## config.mk

```make
export PLATFORM = sky130hd
export DESIGN_NAME = stream_desc_ctl
export DESIGN_NICKNAME = d
export VERILOG_FILES = /design/src/rtl/sdc_pkg.sv /design/src/rtl/sdc_ctrl.sv /design/src/rtl/sdc_datapath.sv /design/src/rtl/stream_desc_ctl.sv
export SDC_FILE = /design/constraint.sdc
export NUM_CORES = 1
export LEC_CHECK = 0
export ABC_AREA = 1
export BUFFER_PORTS_ARGS = -buffer_cell sky130_fd_sc_hd__buf_2
export CAP_MARGIN = 40
export CORE_MARGIN = 4
export CORE_UTILIZATION = 33
export CTS_CLUSTER_SIZE = 12
export DETAILED_ROUTE_END_ITERATION = 12
export GPL_TIMING_DRIVEN = 1
export PLACE_DENSITY = 0.83
export SKIP_CTS_REPAIR_TIMING = 1
export SYNTH_ARGS = -nofsm -noshare
export SYNTH_HDL_FRONTEND = slang
export SYNTH_SLANG_ARGS = --single-unit
```

## constraint.sdc

```tcl
create_clock -name clk -period 1.1 [get_ports clk]
set_input_delay 0.33 -clock clk [delete_from_list [all_inputs] [get_ports clk]]
set_output_delay 0.33 -clock clk [all_outputs]
set_load 0.03 [all_outputs]
```

## src/rtl/sdc_pkg.sv

```systemverilog
package sdc_pkg;
  localparam int CTL_W    = 24;
  localparam int STS_W    = 5;
  localparam int TAG_W    = 4;
  localparam int TAG_LSB  = 20;
  localparam int PRIO_BIT = 18;
  localparam int SRST_BIT = 0;
  localparam int RUN_BIT  = 1;
  localparam int EVT_LSB  = 2;
  localparam int EVT_N    = 3;

  typedef struct packed {
    logic tagLoad;
    logic cfgLoad;
    logic runRd;
  } ctlStrobe_t;
endpackage

```

## src/rtl/sdc_ctrl.sv

```systemverilog
module sdc_ctrl
  import sdc_pkg::*;
#(
  parameter bit IS_OUTPUT = 1'b0
) (
  input  logic       clk,
  input  logic       rstN,
  input  logic       wrEn,
  input  logic       wrRun,
  input  logic       dmaStopped,
  input  logic       syncHold,
  output ctlStrobe_t strb,
  output logic       dmaEnable,
  output logic       cadenceRst
);
  logic runReq;
  logic runPrev;

  always_ff @(posedge clk) begin
    if (!rstN) begin
      runReq  <= 1'b0;
      runPrev <= 1'b0;
    end else begin
      runPrev <= runReq;
      if (wrEn) runReq <= wrRun;
    end
  end

  always_comb begin
    strb.runRd   = runReq | ~dmaStopped;
    strb.cfgLoad = wrEn;
    strb.tagLoad = wrEn & ~strb.runRd;
  end

  assign dmaEnable = runReq & ~syncHold;

  generate
    if (IS_OUTPUT) begin : gOutCad
      assign cadenceRst = runReq & ~runPrev;
    end else begin : gInCad
      assign cadenceRst = 1'b0;
    end
  endgenerate

  // the cadence reset never lasts two cycles
  a_r9_cadence_single: assert property (@(posedge clk) disable iff (!rstN)
    cadenceRst |=> !cadenceRst);

  // the enable never rises while the sync hold is asserted
  a_r7_enable_gated: assert property (@(posedge clk) disable iff (!rstN)
    $rose(dmaEnable) |-> !syncHold);
endmodule

```

## src/rtl/sdc_datapath.sv

```systemverilog
module sdc_datapath
  import sdc_pkg::*;
#(
  parameter bit IS_OUTPUT = 1'b0
) (
  input  logic             clk,
  input  logic             rstN,
  input  ctlStrobe_t       strb,
  input  logic [CTL_W-1:0] wrData,
  input  logic             stsWrEn,
  input  logic [STS_W-1:0] stsWrData,
  input  logic             cmplEvt,
  input  logic             fifoErrEvt,
  input  logic             descErrEvt,
  input  logic             dmaStopped,
  input  logic             rxValid,
  input  logic [TAG_W-1:0] rxTag,
  output logic [CTL_W-1:0] ctlRdData,
  output logic [STS_W-1:0] stsRdData,
  output logic             irq,
  output logic             rxAccept
);
  logic [TAG_W-1:0] tagQ;
  logic [EVT_N-1:0] enQ;
  logic             srstQ;
  logic [EVT_N-1:0] stsQ;
  logic [EVT_N-1:0] evtIn;
  logic [EVT_N-1:0] clrMask;
  logic             unusedRoBits;

  assign evtIn   = {descErrEvt, fifoErrEvt, cmplEvt};
  assign clrMask = stsWrEn ? stsWrData[EVT_LSB +: EVT_N] : '0;
  assign unusedRoBits = ^{wrData[TAG_LSB-1:EVT_LSB+EVT_N], wrData[RUN_BIT],
                          stsWrData[EVT_LSB-1:0]};

  always_ff @(posedge clk) begin
    if (!rstN) begin
      tagQ  <= '0;
      enQ   <= '0;
      srstQ <= 1'b0;
    end else begin
      if (strb.tagLoad) tagQ <= wrData[TAG_LSB +: TAG_W];
      if (strb.cfgLoad) begin
        enQ   <= wrData[EVT_LSB +: EVT_N];
        srstQ <= wrData[SRST_BIT];
      end
    end
  end

  always_ff @(posedge clk) begin
    if (!rstN)      stsQ <= '0;
    else if (srstQ) stsQ <= '0;
    else            stsQ <= (stsQ & ~clrMask) | evtIn;
  end

  always_comb begin
    ctlRdData = '0;
    ctlRdData[TAG_LSB +: TAG_W] = tagQ;
    ctlRdData[PRIO_BIT]         = 1'b1;
    ctlRdData[EVT_LSB +: EVT_N] = enQ;
    ctlRdData[RUN_BIT]          = strb.runRd;
    ctlRdData[SRST_BIT]         = srstQ;
    stsRdData = '0;
    stsRdData[EVT_LSB +: EVT_N] = stsQ;
  end

  assign irq = |(stsQ & enQ);

  generate
    if (IS_OUTPUT) begin : gOutRx
      assign rxAccept = 1'b0;
    end else begin : gInRx
      assign rxAccept = rxValid && (tagQ != '0) && (rxTag == tagQ);
    end
  endgenerate

  // priority bit is always set
  a_r2_prio_set: assert property (@(posedge clk) disable iff (!rstN)
    ctlRdData[PRIO_BIT]);

  // run reads 1 while the engine is busy
  a_r8_run_busy: assert property (@(posedge clk) disable iff (!rstN)
    !dmaStopped |-> ctlRdData[RUN_BIT]);

  // tag locked after a cycle in which run read 1
  a_r10_tag_locked: assert property (@(posedge clk) disable iff (!rstN)
    $past(ctlRdData[RUN_BIT]) |-> $stable(ctlRdData[TAG_LSB +: TAG_W]));

  // stream reset clears the status word
  a_r11_srst_clears: assert property (@(posedge clk) disable iff (!rstN)
    ctlRdData[SRST_BIT] |=> stsRdData == '0);

  // a completion event sets its bit unless the stream is held in reset
  a_r4_cmpl_sets: assert property (@(posedge clk) disable iff (!rstN)
    (cmplEvt && !ctlRdData[SRST_BIT]) |=> stsRdData[EVT_LSB]);
endmodule

```

## src/rtl/stream_desc_ctl.sv

```systemverilog
module stream_desc_ctl
  import sdc_pkg::*;
#(
  parameter bit IS_OUTPUT = 1'b0
) (
  input  logic             clk,
  input  logic             rstN,
  input  logic             wrEn,
  input  logic [CTL_W-1:0] wrData,
  output logic [CTL_W-1:0] ctlRdData,
  input  logic             stsWrEn,
  input  logic [STS_W-1:0] stsWrData,
  output logic [STS_W-1:0] stsRdData,
  input  logic             cmplEvt,
  input  logic             fifoErrEvt,
  input  logic             descErrEvt,
  output logic             irq,
  input  logic             dmaStopped,
  input  logic             syncHold,
  output logic             dmaEnable,
  output logic             cadenceRst,
  input  logic             rxValid,
  input  logic [TAG_W-1:0] rxTag,
  output logic             rxAccept
);
  ctlStrobe_t strb;

  sdc_ctrl #(.IS_OUTPUT(IS_OUTPUT)) uCtrl (
    .clk        (clk),
    .rstN       (rstN),
    .wrEn       (wrEn),
    .wrRun      (wrData[RUN_BIT]),
    .dmaStopped (dmaStopped),
    .syncHold   (syncHold),
    .strb       (strb),
    .dmaEnable  (dmaEnable),
    .cadenceRst (cadenceRst)
  );

  sdc_datapath #(.IS_OUTPUT(IS_OUTPUT)) uData (
    .clk        (clk),
    .rstN       (rstN),
    .strb       (strb),
    .wrData     (wrData),
    .stsWrEn    (stsWrEn),
    .stsWrData  (stsWrData),
    .cmplEvt    (cmplEvt),
    .fifoErrEvt (fifoErrEvt),
    .descErrEvt (descErrEvt),
    .dmaStopped (dmaStopped),
    .rxValid    (rxValid),
    .rxTag      (rxTag),
    .ctlRdData  (ctlRdData),
    .stsRdData  (stsRdData),
    .irq        (irq),
    .rxAccept   (rxAccept)
  );
endmodule

```

=== Word-level counts from Yosys, hierarchy flattened ===
Index checks and enable logic that the tools add are counted.

* Output and inout port bits: 33
* Flip-flop bits (word level): 12
* Input port bits: 43
* Logic and storage cells: 23

* Eq/ne operators: 1
* Reduce and logical (&&, ||, !) cells: 5
* Bitwise logic cells: 11
* Mux-type cells: 1

{| class="wikitable"
|+ Operator list
! kind !! count
|-
| $and 3x3->3 || 2
|-
| $eq 4x4->1 || 1
|-
| $not 1->1 || 4
|-
| $reduce_bool 4->1 || 1
|-
| $mux 3 || 1
|-
| $not 3->3 || 1
|-
| $or 3x3->3 || 1
|-
| $reduce_or 3->1 || 1
|-
| $and 1x1->1 || 2
|-
| $logic_and 1x1->1 || 2
|-
| $reduce_or 2->1 || 1
|-
| $or 1x1->1 || 1
|}

=== Longest topological paths before layout ===
Gate-level depths: netlist (run 1).

* Depth after elaboration: 4
* Depth in mapped cells: 6
* Mapped depth without buffers: 6

=== By module ===
A second synthesis (run 1) with hierarchy kept.

* Cells, all modules: 108
* Area total of the unflattened synthesis: 708.2 µm²

{| class="wikitable"
|+ By module, submodules not included
! module !! area an instance (µm²) !! seq. area each (µm²) !! instances !! cells an instance
|-
| sdc_datapath || 624.3 || 220.2 || 1 || 94
|-
| sdc_ctrl || 83.8 || 20.0 || 1 || 14
|}

=== Worst setup path after synthesis (run 1) ===
OpenSTA, ideal clock, no wires.

* Kind: register -> output
* From: reg uData.tagQ[1]
* To: out rxAccept
* Stages on the path, launching flop included: 7
* Data required time: 0.770 ns
* Setup slack: -0.466 ns
* Arrival time: 1.236 ns
* Buffers on the path: 0
* Path through: dfxtp_1 inv_1 nand2_1 nand2_1 nor2_1 nand2_1 nor2_1

* Word-level cells in the longest chain between the ends: 3
* Elaborated cells on any way between the ends: 4
* Those cells by class: 1 x eq/ne; 3 x reduce/logical

{| class="wikitable"
|+ RTL lines
! what !! RTL line !! text
|-
| from (decl) || sdc_datapath.sv:23 || <nowiki>logic [TAG_W-1:0] tagQ;</nowiki>
|-
| from (signal assigned) || sdc_datapath.sv:42 || <nowiki>if (strb.tagLoad) tagQ <= wrData[TAG_LSB +: TAG_W];</nowiki>
|-
| $reduce_bool 4->1 || sdc_datapath.sv:73 || <nowiki>assign rxAccept = rxValid && (tagQ != '0) && (rxTag == tagQ);</nowiki>
|-
| $logic_and 1x1->1 || sdc_datapath.sv:73 ||
|-
| $logic_and 1x1->1 * || sdc_datapath.sv:73 ||
|-
| to (decl) || stream_desc_ctl.sv:24 || <nowiki>output logic rxAccept</nowiki>
|}

Every way passes the cells marked *; elsewhere a longest branch is shown, timed or not.

=== Final worst setup path (run 1) ===
* From: reg uData.tagQ[2]
* To: out rxAccept

Same word-level chain as after synthesis.

==> run metrics, run 1 <==
status=finished with violations; failing checks=setup timing; Leakage Power=approximately 0.00058 uW; routability cong.=between 0.6 and 0.7; dpl cells=roughly 170; CTS root buf=clkbuf_4; Post-Syn Area per Cell=between 6 and 7 um2; Final nets=between 150 and 200; Fin Clk Skew=approximately 1.5 ps; DRT Wirelength=around 1900 um; pwr dens=~1100 nW/um2; Tot Pwr=roughly 1200 uW; CTS tree=done; worst skew pair latency=~260 ps; pre-CTS WS=-244 ps; fin crit period=between 1000 and 1500 ps; crit path cell chain=inv_1, nand2_1, nand2_1, nor2_1, nand2_1, nor2_4, buf_6; count of filler cells inserted in the layout=198; setup slack, reg-to-reg=170 ps; share of cells above drive strength 1=50.0%; WL/cell=between 10 and 15 um; CTS clk-pin slew, worst paths=about 70 ps; maxcap violations=0; vias in the first global route=a little over 600; hpwl dp=approximately 1300 um; die area=around 2900 um2; fmax=0.676 GHz; DIE HEIGHT=between 50 and 60 um; Worst setup SP type=flip-flop; largest net degree at the start of global routing=8; global-route wire length before repair=~2400 um; Antenna Cells=0; Worst VDD drop=0.000631 V; Final Cell Area=1090 um2; CTS Sinks=12; Remaining DRCs=0; Unique masters post-synth=13; Clk pwr share=a little under a quarter; Max clock buf depth=2; Die X=54.0 um; post-route insts no fill=approximately 180; GRT Total Usage=a little under an eighth; critical path's top delay family=flip-flops; core area=1980 um2; Sequential Area=about 270 um2; flop and latch count out of synthesis=12; Int Pwr=roughly 750 uW; commonest non-fill, non-tap cell in the layout=buf_2; Multi-input gate area=360 um2; Fin. Hold Viols=0; P&R area growth vs syn=55.8%; H-tree Lvls=1; RSZ-0062 raised after global routing=true; port bufs=40; Placement Cell Area=about 890 um2; register share of total power=between 40% and 50%; Seq/Total Area, Yosys=between 30 and 40%; PnR worst setup slack=-378 ps; initial antenna violation count=0; Hold Crit Class=in2reg; worst endpoint required time=a little under 800 ps; DRT iter0 DRCs=1; Psw=between 400 and 500 uW; area of the mapped netlist=~700 um2; Yosys warning count=0; Slew Viols, Final=0; vias per inst=4.03; endpoints failing setup=8; most frequent cells in the layout=buf_2 (26), nand2_1 (24), conb_1 (18), buf_6 (17), nor2_1 (14); Comb power frac=34.0%; total congestion overflow=0; final antenna-violating net count=0; First-pass DRT Iterations=2; IO Count=76; Worst path max stage delay=around 370 ps; Max FO, Critical Path=5; final worst path period share=134%; # rows=16; CTS Buf Count=3; Synth Instances=106; type of the worst setup path=reg2out; crit end category=primary output; initial core utilization=a little over a third; switching share of total power=35.3%; Critical Path AT=around 1200 ps; via count=730; CP Buf/Inv Count=2; Critical Path Slowest Stage Cell=dfxtp_4; most used cell, CP=nand2_1
[power groups by stage]
stage	registers [uW]	clock network, uW	logic (uW)
floorplan	532	0	236
global placement	490	0	321
detailed placement	490	0	326
CTS	481	289	326
global route	498	314	428
finish	494	274	395
[registers in the layout, summed over array words and instances (netlist names)]
register,flops
uData.srstQ,1
uData.tagQ,4
uData.stsQ,3
uData.enQ,3
uCtrl.runReq,1
[worst paths after layout]
check / start / endpoint / depth (start not counted)
hold / removal: descErrEvt / uData.stsQ[2] / 3
hold reg to reg: uData.tagQ[2] / uData.tagQ[2] / 2
setup / recovery: uData.tagQ[2] / rxAccept / 7
setup reg to reg: uCtrl.runReq / uData.tagQ[2] / 6
[per-layer routing]
layer / share of wire (%) / GRT usage [%]
met5: 0 / 0
met4: 0.92 / 8.71
met3: 12 / 3.05
met2: 52 / 18.5
met1: 35 / 12.7
[stage by stage]
stage,hold WS [ps],setup TNS (ps),utilization (%)
after floorplan,447,-130,-
after global placement,479,-238,45.1
after detailed placement,493,-244,45.1
after CTS,256,-2010,46.4
after global routing,270,-1730,55.0
final,267,-1100,55.0
[cells by family after synthesis]
family | share of synthesized area (%)
buffers and inverters | 27.5
AOI/OAI and AO/OA | 10.0
DFF | 34.3
other | 1.07
and+or+nand+nor | 27.0
[Yosys cell counts]
cell type | n | area share, %
inv_2 | 1 | 0.54
conb_1 | 2 | 1.1
inv_1 | 9 | 4.8
a21oi_1 | 9 | 6.4
clkinv_2 | 1 | 0.71
o21ai_0 | 5 | 3.6
nand3_1 | 1 | 0.71
or2_4 | 1 | 1.3
buf_4 | 20 | 21
nor2_1 | 16 | 8.6
dfxtp_1 | 12 | 34
nand2_1 | 28 | 15
nand3_2 | 1 | 1.4
[layout make-up]
cell class	count	share of cell area, %
clock buffers	4	2.41
inverters	11	4.13
repair buffers	48	33.0
flip-flops and latches	12	24.3
well taps	27	3.10
multi-input cells	79	33.1
[worst min-delay path, cell delays in order]
cell	delay (ps)
buf_2	70
a21oi_1	30
nor2_1	60
No activity file was read; power rests on OpenSTA's default activity.
==> run 2: changes to the inputs <==
Settings changed: CELL_PAD_IN_SITES_DETAIL_PLACEMENT set to 0, CELL_PAD_IN_SITES_GLOBAL_PLACEMENT set to 1, CORE_UTILIZATION 33 to 20.
==> run 2 against run 1 <==
  * The flow still finishes with violations (setup timing)
  * Count of clock-buffer cells in the layout did not move
  * Flip-flop and latch count did not move
  * First-iteration DRC count rose to 21 times the previous value
  * Non-clock buffer count fell by 2
  * Routed wire length rose by 1.0%
  * Utilization fell by 22 points
  * Largest cell class unchanged
  * Largest power group unchanged
  * Highest routed layer unchanged
==> run metrics, run 2 (synthesized netlist as in run 1, its figures left out) <==
Sequential Area=268 um2 (+0.94%); Leakage Power=0.000573 uW (-1.2%); Tot Pwr=1230 uW (+5.6%); worst skew pair latency=270 ps (about the same); critical path's top delay family=simple AND/OR/NAND/NOR gates; Fin Clk Skew=7.06 ps (+5.55 ps); crit end category=primary output; fmax=0.669 GHz (-1.1%); CTS clk-pin slew, worst paths=80 ps (about the same); Multi-input gate area=353 um2 (-2.1%); final antenna-violating net count=0 (unchanged); H-tree Lvls=1 (unchanged); vias in the first global route=600 (-1.8%); maxcap violations=0 (unchanged); RSZ-0062 raised after global routing=true; DRT Wirelength=1880 um (+1.0%); total congestion overflow=0 (unchanged); share of cells above drive strength 1=50.0% (unchanged); First-pass DRT Iterations=3 (+1); max reg flops=4 (unchanged); Placement Cell Area=917 um2 (+2.7%); Final nets=196 (-1.0%); core area=3360 um2 (+70%); initial antenna violation count=0 (unchanged); die area=4510 um2 (+54%); endpoints failing setup=11 (+3); CP Buf/Inv Count=2 (unchanged); Antenna Cells=0 (unchanged); Top reg by flops=uData.tagQ; IO Count=76 (unchanged); via count=711 (-2.6%); largest net degree at the start of global routing=8 (unchanged); Slew Viols, Final=0 (unchanged); most used cell, CP=nand2_1; count of filler cells inserted in the layout=403 (+100%); DIE HEIGHT=67.1 um (+24%); initial core utilization=20.8% (-14 points); vias per inst=3.59 (-11%); worst hold margin=262 ps (-5.09 ps); biggest regs=uData.tagQ (4), uData.enQ (3), uData.stsQ (3); global-route wire length before repair=2440 um (+2.6%); PnR worst setup slack=-395 ps (-16.4 ps); pwr dens=1120 nW/um2 (+5.2%); crit path cell chain=inv_2, nand2_1, nand2_1, nor2_1, nand2_1, nor2_4, buf_6; CTS Sinks=12 (unchanged); final worst path period share=136% (+1.5 points); Worst VDD drop=0.000622 V (-1.4%); type of the worst setup path=reg2out; Critical Path Slowest Stage Cell=dfxtp_4; Worst path max stage delay=370 ps (about the same); Die X=67.1 um (+24%); Critical Path AT=1160 ps (about the same); Fin. Hold Viols=0 (unchanged); # rows=21 (+5); fin crit period=1490 ps (+16.4 ps); failing checks=setup timing; WL/cell=9.47 um (-7.7%); most frequent cells in the layout=buf_2 (26), nand2_1 (24), conb_1 (18), nor2_1 (15), buf_6 (15); CTS tree=done; GRT Total Usage=7.39% (-4.1 points); port bufs=40 (unchanged); hpwl dp=1420 um (+7.7%); worst endpoint required time=770 ps (about the same); Final Cell Area=1090 um2 (+0.34%); Remaining DRCs=0 (unchanged); Hold Crit Class=in2reg; Worst setup SP type=flip-flop; routability cong.=0.671 (+2.0%); commonest non-fill, non-tap cell in the layout=buf_2; Max clock buf depth=2 (unchanged); DRT iter0 DRCs=21 (+20); status=finished with violations; pre-CTS WS=-241 ps (+3.13 ps); CTS root buf=clkbuf_4; Max FO, Critical Path=5 (unchanged); P&R area growth vs syn=56.4%; CTS Buf Count=3 (unchanged)
==> run 2: metal layers <==
layer | share of wire (%) | vias up | global-route usage [%]
li1 | - | 378 | -
met1 | 36 | 290 | 8.56
met2 | 48 | 41 | 11.4
met3 | 15 | 2 | 4.33
met4 | 0.59 | 0 | 2.28
met5 | 0 | - | 0
==> run 2: layout make-up <==
class                      instances  share of cell area [%]
multi-input combinational         79                    32.3
timing repair buffer              46                    30.8
sequential                        12                    24.5
tap                               46                    5.26
inverter                          11                    3.89
clock buffer                       4                    3.32
==> run 2: worst reg2reg max path: stages (launching register included) <==
cell	delay (ps)
dfxtp_2	320
inv_2	70
buf_4	110
nand3_2	110
clkinv_2	100
nand2_1	50
a21oi_1	110
==> run 2: power by group <==
part	total (uW)	leakage, uW	switching, uW	internal, uW
registers	491	0.000105	30.3	461
clock network	354	0.0000210	153	201
logic	382	0.000447	240	142
==> run 2: through the flow <==
stage	cells	util, %	setup TNS (ps)
after CTS	195	28.3	-2070
after detailed placement	191	27.3	-241
after global placement	191	27.3	-244
after floorplan	122	-	-130
final	198	32.5	-1020
after global routing	198	32.5	-1600
==> run 2: path summary, 6_finish.rpt <==
check	slack [ps]	to	depth (start not counted)	from
max reg2reg	160	uData.tagQ[0]	6	uCtrl.runReq
max	-390	rxAccept	7	uData.tagQ[3]
min reg2reg	520	uData.tagQ[2]	2	uData.tagQ[2]
min	260	uData.stsQ[1]	3	fifoErrEvt
